<file path="config.mk">
export PLATFORM = sky130hd
export DESIGN_NAME = toggle_sig_compactor
export DESIGN_NICKNAME = d
export VERILOG_FILES = /design/src/rtl/tsc_pkg.sv /design/src/rtl/tsc_ctrl.sv /design/src/rtl/tsc_datapath.sv /design/src/rtl/toggle_sig_compactor.sv
export SDC_FILE = /design/constraint.sdc
export NUM_CORES = 1
export LEC_CHECK = 0
export ABC_CLOCK_PERIOD_IN_PS = 10600
export BUFFER_PORTS_ARGS = -buffer_cell sky130_fd_sc_hd__clkbuf_2
export CELL_PAD_IN_SITES_DETAIL_PLACEMENT = 1
export CELL_PAD_IN_SITES_GLOBAL_PLACEMENT = 1
export CORE_MARGIN = 3
export CORE_UTILIZATION = 43
export DETAILED_ROUTE_END_ITERATION = 12
export GPL_ROUTABILITY_DRIVEN = 0
export GPL_TIMING_DRIVEN = 0
export PLACE_DENSITY_LB_ADDON = 0.1
export SETUP_SLACK_MARGIN = 0.5
export SLEW_MARGIN = 0
export SYNTH_ARGS = -nofsm -noshare
export SYNTH_HDL_FRONTEND = slang
export SYNTH_SLANG_ARGS = --single-unit
</file>
<file path="constraint.sdc">
create_clock -name clk -period 10.6 [get_ports clk]
set_clock_uncertainty 0.05 [all_clocks]
set_input_delay 0.53 -clock clk [delete_from_list [all_inputs] [get_ports clk]]
set_output_delay 0.53 -clock clk [all_outputs]
set_load 0.01 [all_outputs]
</file>
<file path="src/rtl/tsc_pkg.sv">
package tsc_pkg;
  typedef struct packed {
    logic clrAcc;
    logic loadPrev;
    logic addDelta;
  } tsc_strobe_t;
endpackage

</file>
<file path="src/rtl/tsc_ctrl.sv">
module tsc_ctrl
  import tsc_pkg::*;
(
  input  logic        clk,
  input  logic        rstN,
  input  logic        clearStb,
  input  logic        vecValid,
  input  logic        vecLast,
  output tsc_strobe_t strobes,
  output logic        doneQ
);
  logic primedQ;
  logic accept;

  assign accept = !clearStb && vecValid && !doneQ;

  always_comb begin
    strobes.clrAcc   = clearStb;
    strobes.loadPrev = accept;
    strobes.addDelta = accept && primedQ;
  end

  always_ff @(posedge clk or negedge rstN) begin
    if (!rstN) begin
      primedQ <= 1'b0;
      doneQ   <= 1'b0;
    end else if (clearStb) begin
      primedQ <= 1'b0;
      doneQ   <= 1'b0;
    end else if (accept) begin
      primedQ <= 1'b1;
      if (vecLast) doneQ <= 1'b1;
    end
  end
endmodule

</file>
<file path="src/rtl/tsc_datapath.sv">
module tsc_datapath
  import tsc_pkg::*;
#(
  parameter int OUT_W = 8,
  parameter int CNT_W = 14
) (
  input  logic             clk,
  input  logic             rstN,
  input  tsc_strobe_t      strobes,
  input  logic [OUT_W-1:0] respVec,
  input  logic [CNT_W-1:0] expCount,
  output logic [CNT_W-1:0] accQ,
  output logic             matchExp
);
  localparam int DELTA_W = $clog2(OUT_W + 1);

  logic [OUT_W-1:0]   prevQ;
  logic [OUT_W-1:0]   diffBits;
  logic [DELTA_W-1:0] delta;
  logic [CNT_W:0]     sumWide;
  logic [CNT_W-1:0]   sumSat;

  assign diffBits = respVec ^ prevQ;

  always_comb begin
    delta = '0;
    for (int i = 0; i < OUT_W; i++) begin
      delta = delta + DELTA_W'(diffBits[i]);
    end
  end

  assign sumWide  = {1'b0, accQ} + (CNT_W + 1)'(delta);
  assign sumSat   = sumWide[CNT_W] ? {CNT_W{1'b1}} : sumWide[CNT_W-1:0];
  assign matchExp = (accQ == expCount);

  always_ff @(posedge clk or negedge rstN) begin
    if (!rstN) begin
      prevQ <= '0;
      accQ  <= '0;
    end else if (strobes.clrAcc) begin
      accQ  <= '0;
    end else begin
      if (strobes.loadPrev) prevQ <= respVec;
      if (strobes.addDelta) accQ  <= sumSat;
    end
  end
endmodule

</file>
<file path="src/rtl/toggle_sig_compactor.sv">
module toggle_sig_compactor
  import tsc_pkg::*;
#(
  parameter int OUT_W   = 8,
  parameter int MAX_VEC = 1024,
  localparam int CNT_W  = $clog2(OUT_W * MAX_VEC) + 1
) (
  input  logic             clk,
  input  logic             rstN,
  input  logic             clearStb,
  input  logic             vecValid,
  input  logic             vecLast,
  input  logic [OUT_W-1:0] respVec,
  input  logic [CNT_W-1:0] expCount,
  output logic [CNT_W-1:0] sigCount,
  output logic             sessionDone,
  output logic             passFlag,
  output logic             failFlag
);
  tsc_strobe_t strobes;
  logic        matchExp;

  tsc_ctrl u_ctrl (
    .clk      (clk),
    .rstN     (rstN),
    .clearStb (clearStb),
    .vecValid (vecValid),
    .vecLast  (vecLast),
    .strobes  (strobes),
    .doneQ    (sessionDone)
  );

  tsc_datapath #(.OUT_W(OUT_W), .CNT_W(CNT_W)) u_dp (
    .clk      (clk),
    .rstN     (rstN),
    .strobes  (strobes),
    .respVec  (respVec),
    .expCount (expCount),
    .accQ     (sigCount),
    .matchExp (matchExp)
  );

  assign passFlag = sessionDone && matchExp;
  assign failFlag = sessionDone && !matchExp;
endmodule

</file>
Word level (Yosys, flattened, before mapping)
Cells that the tools add are included.
W data, S select, Z words.
Operators by class
  add/subtract/negate cells: 8
  reductions and logical operators: 13
  bitwise operators: 2
  equality and inequality tests: 1
  mux-type cells: 8
Operators with widths (count)
  $mux W14: 3
  $add A4 B1 Y4: 6
  $add A14 B4 Y15: 1
  $eq A14 B14 Y1: 1
  $xor A8 B8 Y8: 1
  $reduce_bool A2 Y1: 3
  $logic_and A1 B1 Y1: 5
  $mux W1: 5
  $reduce_and A2 Y1: 2
  $logic_not A1 Y1: 3
  $add A1 B1 Y2: 1
  $not A1 Y1: 1
Storage, ports and cells
  register bits: 24

Logic depth before layout (Yosys ltp)
Gate-level depths: netlist (run 1).
  depth after elaboration: 12
  depth in mapped cells: 15
  mapped depth without buffers: 15

Modules after synthesis
A second synthesis (run 1) with hierarchy kept.
Second synthesis, totals
  cell total of the unflattened synthesis: 158
  area, all modules: 1700.4 um^2
Modules (own cells, without submodules)
  tsc_datapath: instances 1, seq. area each 550.5 um^2, cells each 145, area each 1570.3 um^2
  tsc_ctrl: instances 1, seq. area each 50.0 um^2, cells each 11, area each 113.9 um^2
  toggle_sig_compactor: instances 1, seq. area each 0.0 um^2, cells each 2, area each 16.3 um^2

Worst setup path after synthesis (run 1)
No wires, ideal clock.
  path kind: in2reg
  start: input port respVec[0]
  end: register u_dp.accQ[7]
  arrival: 4.155 ns
  cell stages on the path: 14
  library setup time: 0.142 ns
  required time: 10.408 ns
  slack: 6.252 ns
  cells stage by stage: xor2_1 ha_1 fa_1 inv_1 fa_1 fa_1 fa_1 xnor2_1 ha_1 nor2b_1 o21ai_2 a21oi_2 nor3_1 a311oi_1
Between the ends
  word-level cells in the longest chain between the ends: 12
RTL lines
  from (decl): line toggle_sig_compactor.sv:13  | input logic [OUT_W-1:0] respVec,
  $xor A8 B8 Y8: line tsc_datapath.sv:23  | assign diffBits = respVec ^ prevQ;
  $add A1 B1 Y2: line tsc_datapath.sv:28  | delta = delta + DELTA_W'(diffBits[i]);
  $add A4 B1 Y4 (6 in a row): line tsc_datapath.sv:28
  $add A14 B4 Y15: line tsc_datapath.sv:32  | assign sumWide = {1'b0, accQ} + (CNT_W + 1)'(delta);
  $mux W14: line tsc_datapath.sv:33  | assign sumSat = sumWide[CNT_W] ? {CNT_W{1'b1}} : sumWide[CNT_W-1:0];
  $mux W14: line tsc_datapath.sv:44  | if (strobes.addDelta) accQ <= sumSat;
  $mux W14: line tsc_datapath.sv:40  | end else if (strobes.clrAcc) begin
  to (signal assigned): line tsc_datapath.sv:44
  to (decl): line tsc_datapath.sv:12  | output logic [CNT_W-1:0] accQ,
Every way passes these cells. The select of a mux whose other input is x is not followed.
A chain may end at the register's enable or synchronous reset.

Worst setup path after layout (run 1)
  start: register u_dp.prevQ[0]
  end: register u_dp.accQ[7]
Between the ends
  word-level cells in the longest chain between the ends: 12
RTL lines
  from (decl): line tsc_datapath.sv:17  | logic [OUT_W-1:0] prevQ;
  from (signal assigned): line tsc_datapath.sv:43  | if (strobes.loadPrev) prevQ <= respVec;
  $xor A8 B8 Y8: line tsc_datapath.sv:23
  $add A1 B1 Y2: line tsc_datapath.sv:28
  $add A4 B1 Y4 (6 in a row): line tsc_datapath.sv:28
  $add A14 B4 Y15: line tsc_datapath.sv:32
  $mux W14: line tsc_datapath.sv:33
  $mux W14: line tsc_datapath.sv:44
  $mux W14: line tsc_datapath.sv:40
Every way passes these cells. The select of a mux whose other input is x is not followed.

==> results of run 1 <==
## cell usage after synthesis
master | n | area share
buf_6 | 1 | 0.0068
nand4_4 | 1 | 0.013
o21ai_0 | 8 | 0.024
and3_1 | 1 | 0.0038
o21ai_1 | 2 | 0.0061
inv_1 | 10 | 0.023
nand3_1 | 2 | 0.0061
o21a_1 | 2 | 0.0091
dfrtp_1 | 24 | 0.36
nand3_2 | 2 | 0.012
a21o_1 | 3 | 0.014
clkbuf_2 | 1 | 0.0030
clkbuf_1 | 1 | 0.0023
o21ai_2 | 1 | 0.0053
nor4_1 | 2 | 0.0076
xnor2_1 | 12 | 0.064
a211oi_2 | 2 | 0.015
mux2_2 | 8 | 0.055
a311oi_1 | 1 | 0.0053
nand4_1 | 2 | 0.0076
a211oi_1 | 3 | 0.014
fa_1 | 5 | 0.061
xor2_1 | 16 | 0.085
a31oi_1 | 7 | 0.026
and4_1 | 3 | 0.016
a41oi_1 | 1 | 0.0053
nor2_1 | 8 | 0.018
nor3_1 | 3 | 0.0091
buf_2 | 1 | 0.0030
and3b_1 | 1 | 0.0053
nor2_2 | 1 | 0.0038
buf_4 | 2 | 0.0091
a21oi_1 | 7 | 0.021
ha_1 | 7 | 0.053
a41o_1 | 1 | 0.0061
nor2b_1 | 2 | 0.0076
a21oi_2 | 1 | 0.0053
nand2_1 | 3 | 0.0068
## per-stage QoR
| step | hold WS [ps] | worst slack (ps) | cells | total power (uW) | util |
|---|---|---|---|---|---|
| finish | 224 | 5870 | 250 | 329 | 0.559 |
| global route | 244 | 5690 | 250 | 360 | 0.559 |
| CTS | 229 | 5870 | 250 | 337 | 0.559 |
| detailed placement | 448 | 5680 | 247 | 281 | 0.547 |
| global placement | 432 | 5770 | 247 | 268 | 0.547 |
| floorplan | 184 | 6250 | 158 | 235 | - |
## kinds of logic (layout without fill, tap and decap cells)
| family | count (synthesis) | in the layout | synth area share |
|---|---|---|---|
| DFF | 24 | 24 | 0.363 |
| AOI/OAI and AO/OA | 39 | 39 | 0.157 |
| adders and majority gates | 12 | 12 | 0.114 |
| and+or+nand+nor | 31 | 31 | 0.117 |
| buffers and inverters | 16 | 62 | 0.0469 |
| xor gates and xnor gates | 28 | 28 | 0.148 |
| muxes | 8 | 8 | 0.0545 |
## registers in the layout (all words and copies together) (netlist names)
name,count
u_dp.prevQ,8
u_dp.accQ,14
u_ctrl.doneQ,1
u_ctrl.primedQ,1
## power breakdown
part           total (uW)  switching, uW  internal (uW)
Sequential            107           7.69           99.5
Combinational         169           91.2           78.1
Clock                52.7           27.3           25.4
## final cells by class
class                      instances  area [um2]
buffer                             6        40.0
clock buffer                       3        41.3
fill                             419        1550
inverter                          10        37.5
multi-input combinational        118         975
sequential                        24         601
tap                               46        57.6
timing repair buffer              43         215
## path summary, 6_finish.rpt
path | startpoint | endpoint | slack (ps) | depth (start not counted)
max reg2reg | u_dp.prevQ[0] | u_dp.accQ[7] | 5870 | 14
min | rstN | u_dp.accQ[7] | 220 | 1
min in group clk | u_ctrl.primedQ | u_ctrl.primedQ | 470 | 1
max | u_dp.prevQ[0] | u_dp.accQ[7] | 5870 | 14
max in group asynchronous | rstN | u_dp.accQ[12] | 9870 | 1
min reg2reg | u_ctrl.primedQ | u_ctrl.primedQ | 470 | 1
## worst max-delay path, stage by stage (launching register included)
cell	delay (ps)
dfrtp_1	400
xor2_1	170
ha_1	320
fa_1	540
inv_1	60
fa_1	510
fa_1	490
fa_1	390
xnor2_1	200
ha_1	310
nor2b_1	160
o21ai_2	320
a21oi_2	110
nor3_1	390
a311oi_1	170
## metal layers
metal,track usage,wire [um],vias up,share of wire
met4,0.0496,50,0,0.012
met2,0.360,2130,32,0.49
li1,-,-,653,-
met3,0.0213,161,6,0.037
met5,0,0,-,0
met1,0.279,1990,684,0.46
==> summary.md, run 1 <==
| Metric | Value |
|---|---|
| Status | completed |
| Power density of the placed cells | about 170 nW/um2 |
| Post-Syn Instances | 158 |
| YS warnings | 0 |
| Die Span X | 68 um |
| CTS root buf | clkbuf_8 |
| # IOs | 44 |
| # DRC | 0 |
| Clock Pin Slew Worst Setup and Hold Paths | 80 ps |
| Syn_nets | between 150 and 200 |
| Synthesized area per cell | 10.5 um2 |
| Clock period minus worst slack | approximately 4700 ps |
| Post-CTS resize count | 0 |
| All-layer global routing usage | 0.208 |
| Design area | just under 2000 um2 |
| Placed cell area | ~1900 um2 |
| Worst VDD drop | about 0.0001 V |
| TritonCTS clock tree | done |
| DR iter-0 viols | 44 |
| Antenna-violating nets left | 0 |
| Setup Crit Path Kind | flop to flop |
| Post-synthesis sequential area ratio | 0.363 |
| Vias/cell | around 5.5 |
| Syn-to-layout area delta | 19.0% |
| Routed WL | roughly 4.3 mm |
| Initial Util | 0.469 |
| Setup TNS | 0 ps |
| Initial antenna violation count | 0 |
| Die height | a little under 70 um |
| Die footprint | approximately 4600 um2 |
| First-pass GRT wire length | 7.14 mm |
| CTS buffer count | 3 |
| Worst relative slew slack | 0.582 |
| Hold Violations, Final | 0 |
| CTS Hold Buffers Added | 0 |
| Worst Path Max Fanout | 6 |
| Core area | 3520 um2 |
| ANT cells | 0 |
| Final net count | 245 |
| Post-CTS setup buffers | 0 |
| Worst path required time | 10,670 ps |
| Synthesis-stage register bit count | 24 |
| Max Freq | 212 MHz |
| Drt wl/cell | 17.3 um |
| Cell area after synthesis | ~1700 um2 |
| Longest Clk Path Bufs | 2 |
| Synth unique cells | 38 |
| Pin count of the biggest net entering global routing | 25 |
| Slew Viols, Final | 0 |
| 1st-pass router iterations | 4 |
| Slew @ Worst Pin | 627 ps |
| Port-buffer cells | 43 |
| Vias in the first global route | around 1,500 |
| Hold crit path type | input port to async pin |
| Max_cap viols | 0 |
| Most common cell after layout, fill and taps aside | clkbuf_2 |
| Crit path arrival time | between 4000 and 5000 ps |
| Leakage power | between 0.0009 and 0.001 uW |
| Crit end category | flop |
| Std cell rows | 21 |
| HPWL Detailed | 3.48 mm |
| Share of cells above drive strength 1 | 0.328 |
| Tcrit/Tclk final | 0.446 |
| Total number of vias | between 1,000 and 1,500 |
| Clk_lat worst skew | between 200 and 300 ps |
| Endpoints failing setup | 0 |
| Startpoint class of the critical path | flop |
| Overflow after GRT | 0 |
| Most frequent cells in the layout | 44 x clkbuf_2, 24 x dfrtp_1, 16 x xor2_1 |
| H-tree depth | 1 |
| Clock sink count | 24 |
| RSZ-0062 raised after global routing | false |
Power figures use the tool's default switching activity.
==> run 2, diff against run 1 <==
--- a/config.mk
+++ b/config.mk
@@ -5,12 +5,12 @@
 export SDC_FILE = /design/constraint.sdc
 export NUM_CORES = 1
 export LEC_CHECK = 0
-export ABC_CLOCK_PERIOD_IN_PS = 10600
+export ABC_CLOCK_PERIOD_IN_PS = 4650
 export BUFFER_PORTS_ARGS = -buffer_cell sky130_fd_sc_hd__clkbuf_2
 export CELL_PAD_IN_SITES_DETAIL_PLACEMENT = 1
 export CELL_PAD_IN_SITES_GLOBAL_PLACEMENT = 1
 export CORE_MARGIN = 3
-export CORE_UTILIZATION = 43
+export CORE_UTILIZATION = 40
 export DETAILED_ROUTE_END_ITERATION = 12
 export GPL_ROUTABILITY_DRIVEN = 0
 export GPL_TIMING_DRIVEN = 0
==> constraint.sdc (replaced) <==
create_clock -name clk -period 4.65 [get_ports clk]
set_clock_uncertainty 0.05 [all_clocks]
set_input_delay 0.2325 -clock clk [delete_from_list [all_inputs] [get_ports clk]]
set_output_delay 0.2325 -clock clk [all_outputs]
set_load 0.01 [all_outputs]
==> run 2 against run 1 <==
Effect of this change: hold slack got worse by 55 ps; non-clock buffer count up 9; design area increased by 12%; fmax is 13% higher; sequential cell count stayed put; die area grew 6.8%; global-route usage decreased by 0.98 points; wire length up 7.4%; largest cell class unchanged; highest routed layer unchanged.
==> summary.md, run 2 (synthesis results as in run 1) <==
| Metric | Value |
|---|---|
| Clock Pin Slew Worst Setup and Hold Paths | 90 ps (about the same) |
| # DRC | 0 (unchanged) |
| # IOs | 44 (unchanged) |
| Leakage power | 0.00100 uW (+7.1%) |
| Crit-path cells | xor2_1, ha_1, fa_1, inv_2, fa_1, fa_2, fa_2, inv_2, ha_4, a211oi_2, o21a_2, nor2_4, a21oi_2, a311oi_2 |
| Tcrit/Tclk final | 0.899 (+0.453) |
| Total number of vias | 1,413 (+2.8%) |
| Clk_lat worst skew | 270 ps (about the same) |
| R2R Path Start | u_dp.prevQ[0] |
| Hold crit path type | input port to flop |
| Worst path bufs/invs | 2 (+1) |
| Top register by number of flip-flops | u_dp.accQ |
| Critical path's slowest cell | fa_2 |
| RSZ-0062 raised after global routing | true |
| Clock sink count | 24 (unchanged) |
| Largest delay share family, worst path | adder cells |
| Final net count | 254 (+3.7%) |
| Endpoints failing setup | 0 (unchanged) |
| Slew @ Worst Pin | 635 ps (+8.06 ps) |
| Port-buffer cells | 43 (unchanged) |
| Clock period minus worst slack | 4180 ps (-549 ps) |
| Die height | 70.3 um (+3.4%) |
| 1st-pass router iterations | 4 (unchanged) |
| Syn-to-layout area delta | 33.8% |
| Setup TNS | 0 ps (unchanged) |
| Longest Clk Path Bufs | 2 (unchanged) |
| Total power | 1010 uW (+210%) |
| Die footprint | 4940 um2 (+6.8%) |
| Vias/cell | 5.39 (-1.9%) |
| Top flop regs | u_dp.accQ (14), u_dp.prevQ (8) |
| Pin count of the biggest net entering global routing | 25 (unchanged) |
| Die Span X | 70.3 um (+3.4%) |
| Status | completed |
| TritonCTS clock tree | done |
| CP max stage delay | 580 ps (+40 ps) |
| Largest register FFs | 14 (unchanged) |
| Share of cells above drive strength 1 | 0.453 (+0.125) |
| Routed WL | 4.65 mm (+7.4%) |
| Worst Path Max Fanout | 4 (-2) |
| Overflow after GRT | 0 (unchanged) |
| Power density of the placed cells | 455 nW/um2 (+170%) |
| First-pass GRT wire length | 7.82 mm (+9.6%) |
| DR iter-0 viols | 57 (+30%) |
| Most frequent cells in the layout | 44 x clkbuf_2, 24 x dfrtp_1, 16 x xor2_1 |
| Drt wl/cell | 17.7 um (+2.5%) |
| Std cell rows | 22 (+4.8%) |
| Core area | 3830 um2 (+8.7%) |
| H-tree depth | 1 (unchanged) |
| Initial antenna violation count | 0 (unchanged) |
| Crit end category | flop |
| Worst relative slew slack | 0.577 (-0.00537) |
| Crit path arrival time | 4310 ps (-490 ps) |
| Hold_sp | respVec[7] |
| Hold Violations, Final | 0 (unchanged) |
| Startpoint class of the critical path | flop |
| CTS root buf | clkbuf_8 |
| Max_cap viols | 0 (unchanged) |
| Worst VDD drop | 0.000357 V (+250%) |
| ANT cells | 0 (unchanged) |
| Most common cell after layout, fill and taps aside | clkbuf_2 |
| Worst Setup SP | u_dp.prevQ[0] |
| CTS buffer count | 3 (unchanged) |
| Setup Crit Path Kind | flop to flop |
| Antenna-violating nets left | 0 (unchanged) |
| Slew Viols, Final | 0 (unchanged) |
| HPWL Detailed | 3.49 mm (+0.30%) |
| Initial Util | 0.432 (-0.0375) |
| Max Freq | 239 MHz (+13%) |
| Vias in the first global route | 1,556 (+5.7%) |
| All-layer global routing usage | 0.198 (-0.00980) |
| Worst path required time | 4780 ps (-5890 ps) |
==> run 2: timing repair <==
| item | 4_1_cts | 5_1_grt |
|---|---|---|
| setup endpoints to repair | 14 | 14 |
| pin swaps | 19 | 14 |
| setup buffers | 2 | 6 |
| hold endpoints to repair | 24 | 0 |
| gates resized for setup | 17 | 7 |
| hold buffers | 1 | 0 |
==> run 2: final timing paths <==
| check | to | slack [ps] | depth (start not counted) |
|---|---|---|---|
| min | u_dp.prevQ[7] | 170 | 2 |
| max | u_dp.accQ[7] | 470 | 14 |
| max reg2reg | u_dp.accQ[7] | 470 | 14 |
| max in group asynchronous | u_dp.prevQ[3] | 3680 | 2 |
| min in group asynchronous | u_dp.accQ[8] | 460 | 2 |
| min reg2reg | u_dp.prevQ[6] | 490 | 1 |
==> run 2: per-layer routing <==
metal	vias up	wire length, um	GRT usage
li1	673	-	-
met1	713	1910	0.241
met2	25	2570	0.374
met3	2	144	0.0173
met4	0	19	0.0447
met5	-	0	0
==> run 2: through the flow <==
step                std cells  setup slack, ps  utilization  instance area (um2)  hold slack, ps
CTS                       256              448        0.556                 2130             163
global placement          249              235        0.507                 1940             220
detailed placement        249              133        0.507                 1940             228
finish                    262              471        0.578                 2210             169
floorplan                 158              512            -                 1660            -113
global route              262              311        0.578                 2210             171
==> run 2: area by class of cell <==
| class | count | area [um2] |
|---|---|---|
| clock inverter | 1 | 30.0 |
| tap | 48 | 60.1 |
| sequential | 24 | 601 |
| timing repair buffer | 52 | 285 |
| multi-input combinational | 118 | 1120 |
| clock buffer | 3 | 41.3 |
| fill | 435 | 1620 |
| buffer | 6 | 40.0 |
| inverter | 10 | 37.5 |
==> run 2: report_power, final <==
part / internal [uW] / switching, uW / total (uW)
clock: 115 / 72.3 / 187
combinational: 293 / 281 / 574
sequential: 227 / 17.6 / 244
total: 635 / 371 / 1010
==> run 3, diff against run 2 <==
==> constraint.sdc (replaced) <==
create_clock -name clk -period 4.65 [get_ports clk]
set_clock_uncertainty 0.05 [all_clocks]
set_input_delay 0.465 -clock clk [delete_from_list [all_inputs] [get_ports clk]]
set_output_delay 0.465 -clock clk [all_outputs]
set_load 0.01 [all_outputs]
==> run 3 against run 2 <==
Effect of this change: design area is 1.1% lower; worst setup slack better by 6.9 ps; total power is 3.3% higher; largest cell class unchanged; largest power group unchanged; highest routed layer unchanged.
==> summary.md, run 3 (synthesis results as in run 1) <==
| Metric | Value |
|---|---|
| Port-buffer cells | 43 (unchanged) |
| HPWL Detailed | 3.40 mm (-2.8%) |
| Placed cell area | 1940 um2 (unchanged) |
| Die Span X | 70.3 um (unchanged) |
| Vias in the first global route | 1,556 (unchanged) |
| First-pass GRT wire length | 7.67 mm (-2.0%) |
| Clock Pin Slew Worst Setup and Hold Paths | 90 ps (about the same) |
| Worst Path Max Fanout | 6 (+2) |
| Pin count of the biggest net entering global routing | 25 (unchanged) |
| Drt wl/cell | 18.2 um (+2.8%) |
| Leakage power | 0.000988 uW (-1.6%) |
| Most common cell after layout, fill and taps aside | clkbuf_2 |
| All-layer global routing usage | 0.198 (-0.000417) |
| # DRC | 0 (unchanged) |
| Die footprint | 4940 um2 (unchanged) |
| DR iter-0 viols | 71 (+25%) |
| CTS root buf | clkbuf_8 |
| Routed WL | 4.71 mm (+1.2%) |
| Initial Util | 0.432 (unchanged) |
| Max_cap viols | 0 (unchanged) |
| Share of cells above drive strength 1 | 0.448 (-0.00565) |
| Tcrit/Tclk final | 0.897 (-0.00148) |
| Clock power frac | 0.182 (-0.004) |
| P_sw | 385 uW (+3.8%) |
| Largest register FFs | 14 (unchanged) |
| Fin util | 0.571 (-0.00654) |
| Sw frac | 0.370 (+0.00169) |
| Clock sink count | 24 (unchanged) |
| Hold Violations, Final | 0 (unchanged) |
| Max Freq | 240 MHz (+0.17%) |
| Most frequent cells in the layout | 44 x clkbuf_2, 24 x dfrtp_1, 16 x xor2_1 |
| Design area | 2190 um2 (-1.1%) |
| Startpoint class of the critical path | flop |
| Overflow after GRT | 0 (unchanged) |
| Endpoints failing setup | 0 (unchanged) |
| Antenna-violating nets left | 0 (unchanged) |
| Top register by number of flip-flops | u_dp.accQ |
| H-tree depth | 1 (unchanged) |
| Initial antenna violation count | 0 (unchanged) |
| Multi-input logic area | 1120 um2 (+0.67%) |
| Clk_lat worst skew | 270 ps (about the same) |
| Final net count | 250 (-1.6%) |
| ANT cells | 0 (unchanged) |
| Core area | 3830 um2 (unchanged) |
| Comb pwr share | 0.582 (+0.011) |
| Crit end category | flop |
| # IOs | 44 (unchanged) |
| Setup Crit Path Kind | flop to flop |
| 1st-pass router iterations | 4 (unchanged) |
| Pint | 654 uW (+3.0%) |
| Crit-path cells | xor2_1, ha_1, fa_1, inv_1, fa_1, fa_2, fa_2, xnor2_2, ha_4, nor2b_4, o21ai_4, a21oi_4, nor3_4, a311oi_1 |
| Clock period minus worst slack | 4170 ps (-6.87 ps) |
| Fillers | 422 (-3.0%) |
| Critical path's slowest cell | fa_1 |
| Longest Clk Path Bufs | 2 (unchanged) |
| Status | completed |
| Worst VDD drop | 0.000414 V (+16%) |
| Total number of vias | 1,425 (+0.85%) |
| Hold crit path type | input port to async pin |
| Total power | 1040 uW (+3.3%) |
| Worst path required time | 4740 ps (-40 ps) |
| RSZ-0062 raised after global routing | true |
| Worst relative slew slack | 0.576 (-0.00102) |
| Slew @ Worst Pin | 636 ps (+1.53 ps) |
| Sequential group share of total power | 0.236 (-0.007) |
| Crit path arrival time | 4260 ps (-50 ps) |
| Power density of the placed cells | 475 nW/um2 (+4.5%) |
| Std cell rows | 22 (unchanged) |
| Syn-to-layout area delta | 32.2% |
| Top flop regs | u_dp.accQ (14), u_dp.prevQ (8) |
| CTS buffer count | 3 (unchanged) |
| TritonCTS clock tree | done |
| Vias/cell | 5.52 (+2.4%) |
| Slew Viols, Final | 0 (unchanged) |
| Setup TNS | 0 ps (unchanged) |
| Die height | 70.3 um (unchanged) |
| CP max stage delay | 550 ps (-30 ps) |
| Seq. cell area | 601 um2 (unchanged) |
run 3: per-layer routing:
metal / global-route usage / part of all wire / up-vias
met4: 0.0553 / 0.0089 / 0
met3: 0.0331 / 0.045 / 4
li1: - / - / 670
met2: 0.357 / 0.52 / 35
met5: 0 / 0 / -
met1: 0.240 / 0.43 / 716
run 3: worst max-delay path: cells and delay by family, from the launching register on:
family                     cells  cell delay (ps)
AOI/OAI and AO/OA              3              550
xor gates and xnor gates       2              360
adders and majority gates      6             2280
buffers and inverters          1               50
DFF                            1              410
and+or+nand+nor                2              350
run 3: metrics by stage:
stage                     hold WS [ps]  cells  worst slack (ps)
after floorplan                    119    158               506
after global placement             436    249              99.0
after detailed placement           472    249              36.4
after CTS                          172    255               443
after global routing               199    258               279
final                              144    258               478
run 3: path summary, 6_finish.rpt:
path / from / end / slack (ps) / cells after the start
setup / recovery: u_dp.prevQ[1] / u_dp.accQ[7] / 480 / 14
hold / removal: rstN / u_dp.accQ[13] / 140 / 1
setup reg to reg: u_dp.prevQ[1] / u_dp.accQ[7] / 480 / 14
hold reg to reg: u_dp.prevQ[0] / u_dp.prevQ[0] / 490 / 1
max in group asynchronous: rstN / u_dp.prevQ[7] / 4000 / 1
min in group clk: respVec[4] / u_dp.prevQ[4] / 400 / 2
run 3: timing repair:
action,CTS,global route
setup buffers,2,3
gates resized for setup,15,11
gates cloned,0,0
hold buffers,0,0
endpoints found under the hold margin,0,0
setup endpoints to repair,14,14
pin swaps,7,10
run 3: layout make-up:
class | count | area share
Buffer | 6 | 0.0183
Clock buffer | 3 | 0.0189
Clock inverter | 1 | 0.0137
Inverter | 10 | 0.0172
Multi-Input combinational cell | 118 | 0.514
Sequential cell | 24 | 0.275
Tap cell | 48 | 0.0275
Timing Repair Buffer | 48 | 0.116
run 3: power groups by stage:
stage | clock network, uW | logic, uW | registers, uW
4_1_cts | 192 | 518 | 244
5_1_grt | 201 | 665 | 248
2_1_floorplan | 0 | 290 | 245
3_3_place_gp | 0 | 381 | 245
6_report | 189 | 605 | 245
3_5_place_dp | 0 | 400 | 247
